## src/rtl/irq_pkg.sv

```systemverilog
// Shared constants and helpers for the interrupt router.
// Assumes the bus address is {register id (4 bits), op (2 bits)}.
package irq_pkg;

    localparam int RID_W  = 4;
    localparam int ADDR_W = RID_W + 2;

    typedef enum logic [1:0] {
        OP_READ = 2'd0,
        OP_SET  = 2'd1,
        OP_CLR  = 2'd2,
        OP_LOAD = 2'd3
    } bus_op_e;

    localparam logic [RID_W-1:0] RID_TRIG0 = 4'd0;
    localparam logic [RID_W-1:0] RID_TRIG1 = 4'd1;
    localparam logic [RID_W-1:0] RID_TRIG2 = 4'd2;
    localparam logic [RID_W-1:0] RID_SRC   = 4'd3;
    localparam logic [RID_W-1:0] RID_ROUTE = 4'd4;
    localparam logic [RID_W-1:0] RID_WAKE  = 4'd5;
    localparam logic [RID_W-1:0] RID_EN    = 4'd6;
    localparam logic [RID_W-1:0] RID_RISE  = 4'd7;
    localparam logic [RID_W-1:0] RID_FALL  = 4'd8;
    localparam logic [RID_W-1:0] RID_PND0  = 4'd9;
    localparam logic [RID_W-1:0] RID_PND1  = 4'd10;
    localparam logic [RID_W-1:0] RID_TEST  = 4'd11;

    // Number of set/clear control registers (ids 0..NUM_CTL-1).
    localparam int NUM_CTL = 7;

    typedef struct packed {
        logic rise_en;
        logic fall_en;
        logic lvl_hi;
        logic lvl_lo;
    } trig_dec_t;

    // Turns a three-bit trigger code into mode flags; reserved codes give none.
    function automatic trig_dec_t decode_trig(input logic [2:0] code);
        trig_dec_t d;
        d.rise_en = (code == 3'b001) || (code == 3'b011);
        d.fall_en = (code == 3'b010) || (code == 3'b011);
        d.lvl_hi  = (code == 3'b101);
        d.lvl_lo  = (code == 3'b110);
        return d;
    endfunction

endpackage

```

## src/rtl/irq_sync.sv

```systemverilog
// Multi-flop synchroniser for a vector of asynchronous inputs.
// Assumes STAGES >= 2; every stage resets to zero.
module irq_sync #(
    parameter int W      = 32,
    parameter int STAGES = 2
) (
    input  logic         clk,
    input  logic         rst_n,
    input  logic [W-1:0] d,
    output logic [W-1:0] q
);
    logic [STAGES-1:0][W-1:0] stg;

    // Shift the input through the synchroniser chain.
    always_ff @(posedge clk) begin
        if (!rst_n) begin
            stg <= '0;
        end else begin
            stg[0] <= d;
            for (int s = 1; s < STAGES; s++) begin
                stg[s] <= stg[s-1];
            end
        end
    end

    assign q = stg[STAGES-1];
endmodule

```

## src/rtl/irq_regs.sv

```systemverilog
// Control register file with write-one-to-set and write-one-to-clear ops,
// plus the test register and the acknowledge strobes for edge status.
// Assumes at most one bus write per cycle.
module irq_regs
    import irq_pkg::*;
#(
    parameter int NSRC = 32
) (
    input  logic              clk,
    input  logic              rst_n,
    input  logic              bus_wr,
    input  logic [ADDR_W-1:0] bus_addr,
    input  logic [NSRC-1:0]   bus_wdata,
    output logic [NSRC-1:0]   ctl_q [NUM_CTL],
    output logic [NSRC-1:0]   test_q,
    output logic [NSRC-1:0]   ack_rise,
    output logic [NSRC-1:0]   ack_fall
);
    logic [RID_W-1:0] rid;
    bus_op_e          op;

    assign rid = bus_addr[ADDR_W-1:2];
    assign op  = bus_op_e'(bus_addr[1:0]);

    for (genvar g = 0; g < NUM_CTL; g++) begin : g_ctl
        localparam logic [NSRC-1:0] RST_VAL =
            (g == int'(RID_SRC) || g == int'(RID_ROUTE)) ? '1 : '0;
        localparam logic [RID_W-1:0] MY_ID = RID_W'(g);

        // Apply set or clear writes aimed at this control register.
        always_ff @(posedge clk) begin
            if (!rst_n) begin
                ctl_q[g] <= RST_VAL;
            end else if (bus_wr && rid == MY_ID) begin
                if (op == OP_SET) begin
                    ctl_q[g] <= ctl_q[g] | bus_wdata;
                end else if (op == OP_CLR) begin
                    ctl_q[g] <= ctl_q[g] & ~bus_wdata;
                end
            end
        end
    end

    // Load the test register on a direct write.
    always_ff @(posedge clk) begin
        if (!rst_n) begin
            test_q <= '0;
        end else if (bus_wr && rid == RID_TEST && op == OP_LOAD) begin
            test_q <= bus_wdata;
        end
    end

    // Decode the acknowledge strobes for the sticky status registers.
    always_comb begin
        ack_rise = '0;
        ack_fall = '0;
        if (bus_wr && op == OP_CLR) begin
            if (rid == RID_RISE) ack_rise = bus_wdata;
            if (rid == RID_FALL) ack_fall = bus_wdata;
        end
    end
endmodule

```

## src/rtl/irq_edge.sv

```systemverilog
// Per-source trigger logic: edge detection into sticky status bits and
// level qualification, giving one pending bit per source.
// Assumes lvl is already synchronised to clk.
module irq_edge
    import irq_pkg::*;
#(
    parameter int NSRC = 32
) (
    input  logic            clk,
    input  logic            rst_n,
    input  logic [NSRC-1:0] lvl,
    input  logic [NSRC-1:0] code0,
    input  logic [NSRC-1:0] code1,
    input  logic [NSRC-1:0] code2,
    input  logic [NSRC-1:0] ack_rise,
    input  logic [NSRC-1:0] ack_fall,
    output logic [NSRC-1:0] rise_q,
    output logic [NSRC-1:0] fall_q,
    output logic [NSRC-1:0] pend
);
    logic [NSRC-1:0] prev_q;

    // Remember last cycle's synchronised level for edge comparison.
    always_ff @(posedge clk) begin
        if (!rst_n) prev_q <= '0;
        else        prev_q <= lvl;
    end

    for (genvar i = 0; i < NSRC; i++) begin : g_src
        trig_dec_t dec;
        assign dec = decode_trig({code2[i], code1[i], code0[i]});

        // Sticky edge status; a new detection outranks an acknowledge.
        always_ff @(posedge clk) begin
            if (!rst_n) begin
                rise_q[i] <= 1'b0;
                fall_q[i] <= 1'b0;
            end else begin
                rise_q[i] <= (rise_q[i] & ~ack_rise[i]) |
                             (dec.rise_en & lvl[i] & ~prev_q[i]);
                fall_q[i] <= (fall_q[i] & ~ack_fall[i]) |
                             (dec.fall_en & ~lvl[i] & prev_q[i]);
            end
        end

        // Pending: status for edge modes, polarity-corrected level otherwise.
        assign pend[i] = (dec.rise_en & rise_q[i]) | (dec.fall_en & fall_q[i]) |
                         (dec.lvl_hi & lvl[i]) | (dec.lvl_lo & ~lvl[i]);
    end
endmodule

```

## src/rtl/irq_router.sv

```systemverilog
// Top of the interrupt router: source selection, synchroniser, trigger
// logic, register file, routing onto two request lines and wake.
// Assumes a single-cycle bus whose read data is combinational.
module irq_router
    import irq_pkg::*;
#(
    parameter int NSRC = 32
) (
    input  logic              clk,
    input  logic              rst_n,
    input  logic [NSRC-1:0]   irq_a,
    input  logic [NSRC-1:0]   irq_b,
    input  logic              bus_wr,
    input  logic [ADDR_W-1:0] bus_addr,
    input  logic [NSRC-1:0]   bus_wdata,
    output logic [NSRC-1:0]   bus_rdata,
    output logic              req0,
    output logic              req1,
    output logic              wake
);
    logic [NSRC-1:0] ctl_q [NUM_CTL];
    logic [NSRC-1:0] test_q, ack_rise, ack_fall;
    logic [NSRC-1:0] src_q, route_q, wake_q, en_q;
    logic [NSRC-1:0] raw, lvl, rise_q, fall_q, pend_q, line0, line1;

    irq_regs #(.NSRC(NSRC)) u_regs (
        .clk, .rst_n, .bus_wr, .bus_addr, .bus_wdata,
        .ctl_q, .test_q, .ack_rise, .ack_fall
    );

    assign src_q   = ctl_q[RID_SRC];
    assign route_q = ctl_q[RID_ROUTE];
    assign wake_q  = ctl_q[RID_WAKE];
    assign en_q    = ctl_q[RID_EN];

    // Per-source choice between the two input vectors.
    assign raw = (src_q & irq_a) | (~src_q & irq_b);

    irq_sync #(.W(NSRC), .STAGES(2)) u_sync (
        .clk, .rst_n, .d(raw), .q(lvl)
    );

    irq_edge #(.NSRC(NSRC)) u_edge (
        .clk, .rst_n, .lvl,
        .code0(ctl_q[RID_TRIG0]), .code1(ctl_q[RID_TRIG1]), .code2(ctl_q[RID_TRIG2]),
        .ack_rise, .ack_fall, .rise_q, .fall_q, .pend(pend_q)
    );

    // Masked pending vectors per request line.
    assign line0 = pend_q & en_q & route_q;
    assign line1 = pend_q & en_q & ~route_q;
    assign req0  = |line0;
    assign req1  = |line1;
    assign wake  = |(pend_q & wake_q);

    // Read mux selected by the register id field.
    always_comb begin
        unique case (bus_addr[ADDR_W-1:2])
            RID_TRIG0, RID_TRIG1, RID_TRIG2, RID_SRC,
            RID_ROUTE, RID_WAKE, RID_EN:
                bus_rdata = ctl_q[bus_addr[ADDR_W-2:2]];
            RID_RISE: bus_rdata = rise_q;
            RID_FALL: bus_rdata = fall_q;
            RID_PND0: bus_rdata = line0;
            RID_PND1: bus_rdata = line1;
            RID_TEST: bus_rdata = test_q;
            default:  bus_rdata = '0;
        endcase
    end
endmodule

```

## config.mk

```make
export PLATFORM = sky130hd
export DESIGN_NAME = irq_router
export DESIGN_NICKNAME = d
export VERILOG_FILES = /design/src/rtl/irq_pkg.sv /design/src/rtl/irq_sync.sv /design/src/rtl/irq_regs.sv /design/src/rtl/irq_edge.sv /design/src/rtl/irq_router.sv
export SDC_FILE = /design/constraint.sdc
export NUM_CORES = 1
export LEC_CHECK = 0
export ABC_AREA = 1
export BUFFER_PORTS_ARGS = -buffer_cell sky130_fd_sc_hd__buf_2
export CAP_MARGIN = 40
export CORE_MARGIN = 3
export CORE_UTILIZATION = 30
export CTS_BUF_LIST = sky130_fd_sc_hd__clkbuf_4 sky130_fd_sc_hd__clkbuf_8
export DETAILED_ROUTE_END_ITERATION = 8
export PLACE_DENSITY = 0.44
export SLEW_MARGIN = 20
export SYNTH_ARGS = -nofsm -noshare
export SYNTH_HDL_FRONTEND = slang
export SYNTH_SLANG_ARGS = --single-unit
```

## constraint.sdc

```tcl
create_clock -name clk -period 4.5 [get_ports clk]
set_clock_uncertainty 0.05 [all_clocks]
set_input_delay 0.675 -clock clk [delete_from_list [all_inputs] [get_ports clk]]
set_output_delay 0.675 -clock clk [all_outputs]
set_load 0.02 [all_outputs]
```

==> impl_metrics.yaml <==
clock_tree:
  cts_resized: 0
  post_cts_buffers: 0
  htreeDepth: 3
  clk_pin_slew_ns: 0.06
  clockBufferDepth: 3
  root_buffer: "clkbuf_8"
  clkLatencyLatePin_ns: 0.67
  cts_buffers: 80
  cts_tree: "built"
  cts_hold_buffers: 0
  cts_sinks: 416
sta:
  drv_slew: 0
  maxSlewHeadroom_pct: 46.6
  tns_ns: 0
  finalSetupViolations: 0
  finalCritPeriodShare_pct: 82.5
  max_freq_ghz: 0.269
  tightest_slew_ns: 0.802
  post-route-min-period_ns: 3.71
  final-hold-violation-count: 0
  rsz0062_at_grt: "no"
min_path:
  hold_class: "in -> reg"
global_routing:
  grt_pass1_vias: 21500
  grt_usage_pct: 24.0
  grt_pass1_wl_mm: 134
  antenna_found_initial: 4
  gr-total-overflow: 0
  grt_max_degree: 136
floorplan:
  dieArea_um2: 72700
  start_util_pct: 30.4
  die_h_um: 270
  pin_count: 140
  num_rows: 96
  core_area_um2: 68700
  die_w_um: 270
worst_setup_path:
  setup.worst_path.start_class: "primary input"
  cp_max_fo: 27
  slowest_delay_ns: 0.45
  path_buf_inv: 5
  worstPathArrival_ns: 2.99
  cp_slowest_cell: "buf_4"
  cp_cell_sequence: "buf_2 > inv_2 > nand2_2 > buf_4 > buf_4 > o22ai_1 > nor3_1 > o21a_1 > nand3_1 > buf_2"
  reg2reg_slack_ns: 3.36
  cp-end-kind: "output port"
  worst-setup-path-type: "in -> out"
  required_ns: 3.77
  cp_top_family: "buffers and inverters"
finish:
  area_growth_pct: 16.6
  fin_cells: 4238
  fill_cells: 7449
  fin_nets: 3355
  drive_gt1_share_pct: 11.2
  post-route-util_pct: 35.4
placement:
  detailed_place_hpwl_mm: 55.4
  portBuffers: 139
  dp.cells: 4095
  gp_routability_congestion: 0.877
power_and_ir_drop:
  irDropWorstVdd_mv: 0.165
  power.density_nw_per_um2: 349
  p_leak_nw: 9.85
  total_power_mw: 8.50
drt:
  wl_met3_mm: 6.95
  first_pass_iters: 8
  met1Wirelength_mm: 39.6
  highest_layer: "met4"
  vias: 22500
  drt_iter0_markers: 1982
  via_per_inst: 5.31
  met2_length_mm: 40.2
  final_antenna_net_count: 0
  post_drt_wl_per_cell_um: 21.2
  drc_errors: 0
  drt_wl_total_mm: 89.6
synth:
  yosysWarnings: 0
  ys_seq_area_share_pct: 39.9
  ys_ff_latch: 416
  syn_nets: 3277
  avgSynthCellArea_um2: 6.58
  synth_cells: 3169
  synth_cell_types: 29
  synth.cell_area_um2: 20900
status:
  status: "finished clean"
run:
  maxCapViolations: 0
synthesized netlist by cell type:
library cell,count,share of area (%)
a21oi_1,321,7.7
a221oi_1,7,0.29
a31oi_1,15,0.45
buf_1,3,0.054
buf_2,34,0.82
clkbuf_1,172,3.1
clkinv_1,1,0.018
dfxtp_1,416,40
ha_1,3,0.18
inv_1,329,5.9
inv_2,15,0.27
nand2_1,697,13
nand3_1,526,13
nand4_1,38,1.1
nor2_1,130,2.3
nor2_2,1,0.030
nor2_4,1,0.054
nor3_1,1,0.024
nor3_2,3,0.14
nor3_4,2,0.16
o2111ai_1,35,1.5
o211ai_1,31,1.1
o21a_1,2,0.072
o21ai_0,212,5.1
o21ai_1,130,3.1
o221ai_1,1,0.042
o22ai_1,39,1.2
o31ai_1,2,0.072
o41ai_1,2,0.084
power breakdown:
group	switching (mW)	internal, mW	total [mW]
Sequential	0.0279	3.73	3.76
Clock	1.70	2.30	3.99
Combinational	0.557	0.186	0.744
metrics by stage:
step | worst slack, ns | hold WS [ns] | cell area [um^2]
floorplan | 1.77 | 0.340 | 20900
global placement | 0.838 | 0.342 | 22500
detailed placement | 0.861 | 0.345 | 22600
CTS | 0.855 | 0.120 | 24300
global route | 0.670 | 0.148 | 24300
finish | 0.789 | 0.177 | 24300
cell usage in the layout (no fill, tap or decap), types with 3 or more instances in the layout:
cell,Yosys,layout
o22ai_1,39,39
buf_4,0,52
o21ai_1,130,129
clkinv_2,0,3
clkbuf_4,0,29
inv_1,329,329
nor2_1,130,128
nand2_1,697,696
nand4_1,38,38
diode_2,0,5
nand3_1,526,526
a21oi_1,321,321
o211ai_1,31,31
o21ai_0,212,212
o2111ai_1,35,35
buf_12,0,10
buf_2,34,138
inv_2,15,15
nor2_4,1,4
dfxtp_1,416,416
buf_8,0,3
a221oi_1,7,7
a31oi_1,15,15
nor3_4,2,5
clkbuf_8,0,102
cells by family after synthesis:
family          count (synthesis)  share of synthesized area [%]
simple gates                 1399                           29.0
compound gates                797                           20.7
buf+inv                       554                           10.2
flops                         416                           39.9
fa+ha+maj                       3                          0.180
layout make-up:
cell class,instances,area (um^2),share of cell area (%)
multi-input combinational,2199,10500,43.1
sequential,416,8330,34.2
clock buffer,130,1610,6.61
timing repair buffer,205,1370,5.62
inverter,345,1300,5.34
tap,931,1160,4.79
clock inverter,7,68.8,0.283
antenna,5,12.5,0.0514
final timing paths:
check,start,end,cells after the start
worst max-delay path,bus_addr[3],bus_rdata[30],10
worst min-delay path,irq_a[26],u_sync.stg[26],3
worst max register to register,flip-flop,u_edge.rise_q[14],6
worst min register to register,u_sync.stg[25],u_sync.q[25],2
worst register-to-register path, delay by kind of cell, from the launching register on:
kind                   cells  cell delay, ns
AO/OA/AOI/OAI              1            0.13
buffers and inverters      1            0.10
flip-flops                 1            0.39
AND/OR/NAND/NOR            4            0.39
routing by layer:
metal	GRT usage [%]	up-vias
met4	9.38	0
met2	38.5	904
met1	32.3	10600
met3	4.12	168
li1	-	10900
met5	0	-
Note: power is estimated with default switching activity, not from simulation.
